## src/rtl/ep_abort_pkg.sv

```systemverilog
`timescale 1ns/1ps
package ep_abort_pkg;
  typedef enum logic [2:0] {
    AB_IDLE  = 3'd0,
    AB_MASK  = 3'd1,
    AB_CHECK = 3'd2,
    AB_WAIT  = 3'd3,
    AB_DONE  = 3'd4
  } abort_state_e;
endpackage

```

## src/rtl/ep_bank_store.sv

```systemverilog
`timescale 1ns/1ps
module ep_bank_store #(
  parameter int NBANK  = 3,
  parameter int DEPTH  = 4,
  parameter int DATA_W = 8,
  localparam int CNT_W = $clog2(NBANK + 1)
) (
  input  logic              clk,
  input  logic              rst_n,
  input  logic              wr_valid,
  output logic              wr_ready,
  input  logic [DATA_W-1:0] wr_data,
  input  logic              wr_commit,
  input  logic              rd_start,
  output logic              tx_valid,
  input  logic              tx_ready,
  output logic [DATA_W-1:0] tx_data,
  output logic              tx_last,
  input  logic              kill_pend,
  input  logic              kill_fire,
  input  logic              eprst,
  output logic [CNT_W-1:0]  busy_cnt
);
  localparam int PTR_W = (NBANK > 1) ? $clog2(NBANK) : 1;
  localparam int IDX_W = (DEPTH > 1) ? $clog2(DEPTH) : 1;
  localparam int LEN_W = $clog2(DEPTH + 1);
  localparam logic [PTR_W-1:0] PLAST = PTR_W'(NBANK - 1);
  localparam logic [CNT_W-1:0] CFULL = CNT_W'(NBANK);
  localparam logic [LEN_W-1:0] LFULL = LEN_W'(DEPTH);

  logic [DATA_W-1:0] mem [NBANK][DEPTH];
  logic [LEN_W-1:0]  len [NBANK];
  logic [PTR_W-1:0]  wptr, rptr, wnext, rnext, tgt;
  logic [LEN_W-1:0]  fill;
  logic [IDX_W-1:0]  ridx;
  logic [CNT_W-1:0]  busy, busy_n;
  logic              drn, space, beat, commit_ok, kill_rm, rd_go, rd_done;

  assign wnext = (wptr == PLAST) ? '0 : wptr + 1'b1;
  assign rnext = (rptr == PLAST) ? '0 : rptr + 1'b1;
  assign tgt   = (wptr == '0) ? PLAST : wptr - 1'b1;

  assign space     = (busy != CFULL);
  assign wr_ready  = space && !kill_pend && (fill != LFULL);
  assign beat      = wr_valid && wr_ready;
  assign commit_ok = wr_commit && space && !kill_pend && ((fill != '0) || beat);
  assign kill_rm   = kill_fire && (busy != '0) && !(drn && (rptr == tgt));
  assign rd_go     = rd_start && !drn && (busy != '0) && !kill_pend;

  assign tx_valid = drn;
  assign tx_data  = mem[rptr][ridx];
  assign tx_last  = ((LEN_W'(ridx) + LEN_W'(1)) == len[rptr]);
  assign rd_done  = drn && tx_ready && tx_last;
  assign busy_cnt = busy;

  always_comb begin
    busy_n = busy;
    if (commit_ok) busy_n = busy_n + 1'b1;
    if (rd_done)   busy_n = busy_n - 1'b1;
    if (kill_rm)   busy_n = busy_n - 1'b1;
  end

  always_ff @(posedge clk) begin
    if (beat && !eprst) mem[wptr][fill[IDX_W-1:0]] <= wr_data;
    if (commit_ok && !eprst) len[wptr] <= fill + LEN_W'(beat);
  end

  always_ff @(posedge clk or negedge rst_n) begin
    if (!rst_n) begin
      wptr <= '0; rptr <= '0; fill <= '0; busy <= '0; drn <= 1'b0; ridx <= '0;
    end else if (eprst) begin
      wptr <= '0; rptr <= '0; fill <= '0; busy <= '0; drn <= 1'b0; ridx <= '0;
    end else begin
      if (commit_ok) begin
        wptr <= wnext;
        fill <= '0;
      end else if (kill_rm) begin
        wptr <= tgt;
        fill <= '0;
      end else if (beat) begin
        fill <= fill + 1'b1;
      end
      if (rd_go) begin
        drn  <= 1'b1;
        ridx <= '0;
      end else if (drn && tx_ready) begin
        if (tx_last) begin
          drn  <= 1'b0;
          rptr <= rnext;
        end else begin
          ridx <= ridx + 1'b1;
        end
      end
      busy <= busy_n;
    end
  end

  AST_BUSY_MAX: assert property (@(posedge clk) disable iff (!rst_n) busy <= CFULL);
  AST_TX_HOLD: assert property (@(posedge clk) disable iff (!rst_n)
    (tx_valid && !tx_ready && !eprst) |=> (tx_valid && $stable(tx_data)));
  AST_RST_IDLE: assert property (@(posedge clk) disable iff (!rst_n)
    eprst |=> (busy == '0 && !drn && fill == '0));
  AST_KILL_DEC: assert property (@(posedge clk) disable iff (!rst_n)
    (kill_fire && !drn && busy != '0 && !eprst) |=> (busy == $past(busy) - 1'b1));
  AST_KILL_DROP: assert property (@(posedge clk) disable iff (!rst_n)
    (kill_fire && drn && busy == CNT_W'(1) && !(tx_ready && tx_last) && !eprst)
      |=> (busy == CNT_W'(1) && drn));
endmodule

```

## src/rtl/ep_kill_timer.sv

```systemverilog
`timescale 1ns/1ps
module ep_kill_timer (
  input  logic clk,
  input  logic rst_n,
  input  logic kill_req,
  input  logic busy_nz,
  input  logic eprst,
  output logic kill_st,
  output logic kill_fire
);
  logic age;

  assign kill_fire = kill_st && age;

  always_ff @(posedge clk or negedge rst_n) begin
    if (!rst_n) begin
      kill_st <= 1'b0; age <= 1'b0;
    end else if (eprst || kill_fire) begin
      kill_st <= 1'b0; age <= 1'b0;
    end else if (kill_st) begin
      age <= 1'b1;
    end else if (kill_req && busy_nz) begin
      kill_st <= 1'b1; age <= 1'b0;
    end
  end

  AST_KILL_HOLD: assert property (@(posedge clk) disable iff (!rst_n)
    ($rose(kill_st) && !eprst) |=> kill_st);
  AST_KILL_END: assert property (@(posedge clk) disable iff (!rst_n)
    $rose(kill_st) |-> ##2 !kill_st);
endmodule

```

## src/rtl/ep_abort_seq.sv

```systemverilog
`timescale 1ns/1ps
module ep_abort_seq
  import ep_abort_pkg::*;
(
  input  logic clk,
  input  logic rst_n,
  input  logic start,
  input  logic busy_nz,
  input  logic kill_st,
  input  logic ie,
  output logic ie_clr_req,
  output logic kill_req,
  output logic eprst_req,
  output logic active,
  output logic done
);
  abort_state_e st, nxt;

  always_comb begin
    nxt = st;
    ie_clr_req = 1'b0;
    kill_req   = 1'b0;
    eprst_req  = 1'b0;
    case (st)
      AB_IDLE:  if (start) nxt = AB_MASK;
      AB_MASK: begin
        ie_clr_req = 1'b1;
        nxt = AB_CHECK;
      end
      AB_CHECK: begin
        if (busy_nz) begin
          kill_req = 1'b1;
          nxt = AB_WAIT;
        end else begin
          eprst_req = 1'b1;
          nxt = AB_DONE;
        end
      end
      AB_WAIT:  if (!kill_st) nxt = AB_CHECK;
      AB_DONE:  nxt = AB_IDLE;
      default:  nxt = AB_IDLE;
    endcase
  end

  always_ff @(posedge clk or negedge rst_n) begin
    if (!rst_n) st <= AB_IDLE;
    else        st <= nxt;
  end

  assign active = (st != AB_IDLE);
  assign done   = (st == AB_DONE);

  AST_MASK_FIRST: assert property (@(posedge clk) disable iff (!rst_n) kill_req |-> !ie);
  AST_DONE_PULSE: assert property (@(posedge clk) disable iff (!rst_n) done |=> !done);
  AST_START_FIRST: assert property (@(posedge clk) disable iff (!rst_n)
    (st == AB_IDLE && start) |=> (st == AB_MASK));
endmodule

```

## src/rtl/ep_in_abort.sv

```systemverilog
`timescale 1ns/1ps
module ep_in_abort #(
  parameter int NBANK  = 3,
  parameter int DEPTH  = 4,
  parameter int DATA_W = 8,
  localparam int CNT_W = $clog2(NBANK + 1)
) (
  input  logic              clk,
  input  logic              rst_n,
  input  logic              wr_valid,
  output logic              wr_ready,
  input  logic [DATA_W-1:0] wr_data,
  input  logic              wr_commit,
  input  logic              rd_start,
  output logic              tx_valid,
  input  logic              tx_ready,
  output logic [DATA_W-1:0] tx_data,
  output logic              tx_last,
  input  logic              ie_set,
  input  logic              ie_clr,
  input  logic              kill_set,
  input  logic              eprst_set,
  output logic              txrdy_st,
  output logic              irq,
  output logic              kill_st,
  output logic [CNT_W-1:0]  busy_cnt,
  input  logic              abort_start,
  output logic              abort_active,
  output logic              abort_done
);
  localparam logic [CNT_W-1:0] CFULL = CNT_W'(NBANK);

  logic ie, kill_fire, seq_ie_clr, seq_kill, seq_eprst;
  logic kill_any, eprst_any, busy_nz;

  assign kill_any  = kill_set | seq_kill;
  assign eprst_any = eprst_set | seq_eprst;
  assign busy_nz   = (busy_cnt != '0);
  assign txrdy_st  = (busy_cnt != CFULL);
  assign irq       = ie && txrdy_st;

  always_ff @(posedge clk or negedge rst_n) begin
    if (!rst_n)                          ie <= 1'b0;
    else if (ie_clr || seq_ie_clr)       ie <= 1'b0;
    else if (ie_set && !abort_active)    ie <= 1'b1;
  end

  ep_bank_store #(.NBANK(NBANK), .DEPTH(DEPTH), .DATA_W(DATA_W)) u_store (
    .clk(clk), .rst_n(rst_n),
    .wr_valid(wr_valid), .wr_ready(wr_ready), .wr_data(wr_data), .wr_commit(wr_commit),
    .rd_start(rd_start), .tx_valid(tx_valid), .tx_ready(tx_ready),
    .tx_data(tx_data), .tx_last(tx_last),
    .kill_pend(kill_st), .kill_fire(kill_fire), .eprst(eprst_any),
    .busy_cnt(busy_cnt)
  );

  ep_kill_timer u_kill (
    .clk(clk), .rst_n(rst_n), .kill_req(kill_any), .busy_nz(busy_nz),
    .eprst(eprst_any), .kill_st(kill_st), .kill_fire(kill_fire)
  );

  ep_abort_seq u_seq (
    .clk(clk), .rst_n(rst_n), .start(abort_start), .busy_nz(busy_nz),
    .kill_st(kill_st), .ie(ie), .ie_clr_req(seq_ie_clr), .kill_req(seq_kill),
    .eprst_req(seq_eprst), .active(abort_active), .done(abort_done)
  );

  AST_DONE_EMPTY: assert property (@(posedge clk) disable iff (!rst_n)
    abort_done |-> (busy_cnt == '0 && !kill_st));
  AST_NO_IE_IN_ABORT: assert property (@(posedge clk) disable iff (!rst_n)
    (abort_active && !abort_done && $past(abort_active)) |-> !ie);
endmodule

```

## config.mk

```make
export PLATFORM = sky130hd
export DESIGN_NAME = ep_in_abort
export DESIGN_NICKNAME = d
export VERILOG_FILES = /design/src/rtl/ep_abort_pkg.sv /design/src/rtl/ep_bank_store.sv /design/src/rtl/ep_kill_timer.sv /design/src/rtl/ep_abort_seq.sv /design/src/rtl/ep_in_abort.sv
export SDC_FILE = /design/constraint.sdc
export NUM_CORES = 1
export LEC_CHECK = 0
export BUFFER_PORTS_ARGS = -buffer_cell sky130_fd_sc_hd__buf_2
export CORE_AREA = 4 4 133 84
export CTS_BUF_LIST = sky130_fd_sc_hd__clkbuf_8
export DETAILED_ROUTE_END_ITERATION = 8
export DIE_AREA = 0 0 137 88
export GPL_TIMING_DRIVEN = 1
export PLACE_DENSITY = 0.78
export SYNTH_ARGS = -nofsm -noshare
export SYNTH_HDL_FRONTEND = slang
export SYNTH_HIERARCHICAL = 1
export SYNTH_SLANG_ARGS = --single-unit
```

## constraint.sdc

```tcl
create_clock -name clk -period 2.1 [get_ports clk]
set_input_delay 0.315 -clock clk [delete_from_list [all_inputs] [get_ports clk]]
set_output_delay 0.315 -clock clk [all_outputs]
set_load 0.01 [all_outputs]
```

==> results.md <==
- Peak supply drop: approximately 600 uV
- Async SR Flop Fraction: 0.1463
- Drt drc: 0
- Initial antenna violation count: 0
- Synth Instances: ~380
- Chip Height: between 80 and 90 um
- Crit end category: output pin
- #FFs+latches synth: between 100 and 150
- Final Hold Vio Count: 0
- Cell count after placement: between 500 and 600
- Worst Setup Slack, final: -375.2 ps
- Max FO, Critical Path: 8
- Clk root buf: clkbuf_8
- Die width: around 140 um
- Drt via density: around 5.8
- Startpoint Class: register
- Mux cell area share after synthesis: 0.1044
- Final worst clock skew: about 15 ps
- Drt total wl: between 10000 and 15000 um
- CTS tree: yes
- WHS: between 100 and 150 ps
- Setup TNS: -3515 ps
- H-tree depth: 4
- Max-Cap Viols: 0
- Pwr/cell area: 943.8 mW/mm^2
- Commonest non-fill, non-tap cell in the layout: edfxtp_1
- Io pins: 37
- Synth Area in Compound Gates: 0.07532
- Ys Warns: 6
- Post-synthesis simple-gate area fraction: 0.09089
- Vias in the first global route: roughly 3400
- Placement Rows: 28
- Die ar.: 0.01206 sq mm
- Synth Area in XOR/XNOR: 0.01603
- Min Tclk post-route: 2475 ps
- Sw power: 1.735 mW
- Post-Synth Adder-Cell Area: 0.02976
- Post-route insts no fill: around 610
- Status: finished, violations left
- Mapped cell area: 0.005465 sq mm
- Internal power: 4.785 mW
- CTS sink count: ~120
- DR pass1 iterations: 5
- Routed length per instance: ~21 um
- PortBufs: 36
- Initial Utilization: 0.5571
- Final Setup Violations: 13
- Slew @ Worst Pin: 418.7 ps
- Clock power share: 0.364
- First-pass GRT wire length: 19370 um
- CTS clk-pin slew, worst paths: about 80 ps
- Cell taking the most area after synthesis: edfxtp_1
- Antenna diodes: 0
- Vias post-DR: 3492
- Commonest non-fill, non-tap cells in the layout: 105 x edfxtp_1, 44 x nand2_1, 31 x buf_2
- Setup WS pre-CTS: 18.89 ps
- Routability cong.: 0.8347
- RSZ-0062 raised after global routing: yes
- DRT iter0 DRCs: around 380
- Post-synthesis sequential area ratio: 0.6593
- Grt total ovfl: 0
- HP Class: primary input to register
- Seq pwr share: 0.445
- Slew Limit Headroom: 0.7209
- Syn Area/Cell: 14.34 sq um
- Worst skew pair latency: around 430 ps
- Arrival time worst endpoint: about 2200 ps
- Synthesis-to-layout area growth: 26.40%
- Pin count of the biggest net entering global routing: 33
- Total Routing Usage GR: 0.2251
- Core Region: 0.009809 sq mm
- Longest Clk Path Bufs: 2
- Slew Limit Fails: 0
- Nets: just under 500
- Area share of the largest cell type after synthesis: 0.5769
- Syn nets: just over 400
- Crit path kind: register to output pin
- Fmax: 404.0 MHz
- Largest family of logic cells by synthesized area: multiplexers
- Post-synth EDFFs: between 100 and 150
- Final Util: 0.7042
- LEAKAGE: around 2.4 nW
- Switching Fraction: 0.2661
- Total CTS buffers: 17
- Logic gate share of total power: 0.191
- Synth cell types: 50
- Hpwl dp: 8382 um
- Top post-synthesis cells by area: edfxtp_1 58%, dfrtp_1 8.2%, mux2i_1 7.1%, mux4_2 3.3%, nand2_1 3.0%
- Post-route ant nets: 0
- Violated checks: negative setup slack
- Share of cells above drive strength 1: 0.3638
- Final period util: 1.179
- Ys flop type: edfxtp_1
- Worst path required time: ~1800 ps
kinds of logic after synthesis:
kind of cell,count (synthesis)
buffers and inverters,30
muxes,47
DFF,123
adders and majority gates,13
AOI/OAI and AO/OA,60
xor gates and xnor gates,10
and+or+nand+nor,98
worst max-delay path: stages (launching register included):
cell and delay (ps):
dfrtp_2 430, buf_12 140, buf_16 160, mux2i_4 280, o21ai_2 100, mux4_2 470, buf_6 140
synth_stat cells (3+ instances only):
library cell  number
edfxtp_1         105
nand2_1           44
mux2i_1           39
o21ai_0           33
dfrtp_1           18
nor2_1            14
ha_1              13
and3_1            12
inv_1             12
clkbuf_1           8
mux4_2             8
a21oi_1            6
xnor2_1            5
xor2_1             5
and2_1             4
buf_2              4
buf_1              3
nor2b_1            3
nor3_1             3
o21a_1             3
or2_1              3
worst paths after layout:
kind                            startpoint                   to  slack (ps)  depth (start not counted)
min reg2reg                             ie                   ie         500                          1
min in group asynchronous            rst_n      u_store/wptr[1]         350                          2
max reg2reg                u_store/rptr[0]  u_store/busy_cnt[0]        -120                         11
max in group asynchronous            rst_n      u_store/rptr[0]        1430                          2
max                        u_store/rptr[0]           tx_data[0]        -380                          6
min                                 ie_clr                   ie         110                          3
flip-flops by register name, summed over array words and instances (netlist names):
signal / count
u_store/mem: 96
u_store/len: 9
u_seq/st: 3
u_store/fill: 3
u_store/busy_cnt: 2
u_store/ridx: 2
u_store/rptr: 2
u_store/wptr: 2
ie: 1
u_kill/age: 1
u_kill/kill_st: 1
u_store/tx_valid: 1
power by group through the flow:
stage / Combinational (mW) / Clock, mW / Sequential [mW]
3_5_place_dp: 1.08 / 0 / 2.93
4_1_cts: 1.16 / 2.40 / 2.89
5_1_grt: 1.35 / 2.52 / 2.91
6_report: 1.25 / 2.38 / 2.90
3_3_place_gp: 1.04 / 0 / 2.92
2_1_floorplan: 0.636 / 0 / 2.94
per-stage QoR:
| stage | area [sq um] | total power [mW] |
|---|---|---|
| finish | 6908 | 6.520 |
| global route | 6908 | 6.785 |
| CTS | 6740 | 6.440 |
| detailed placement | 5963 | 4.004 |
| global placement | 5963 | 3.960 |
| floorplan | 5484 | 3.577 |
per-layer routing:
metal,track usage,vias up,part of all wire
met5,0,-,0
met3,0.06372,10,0.082
met2,0.3170,162,0.46
met4,0.07065,0,0.0074
met1,0.3409,1744,0.45
li1,-,1576,-
final cells by class:
type	count	area [sq um]
clock buffers	17	234.0
clock inverters	14	217.7
fillers	610	2902
inverters	13	48.80
multi-input cells	228	1997
flip-flops and latches	123	3607
well taps	135	168.9
repair buffers	75	634.4
what timing repair did:
action / in CTS / in global routing
setup endpoints to repair: 9 / 127
endpoints found under the hold margin: 18 / 0
setup buffers: 7 / 5
hold buffers: 1 / 0
gates resized for setup: 52 / 30
pin swaps: 6 / 9
cloned: 1 / 0
No activity file was read; power rests on OpenSTA's default activity.
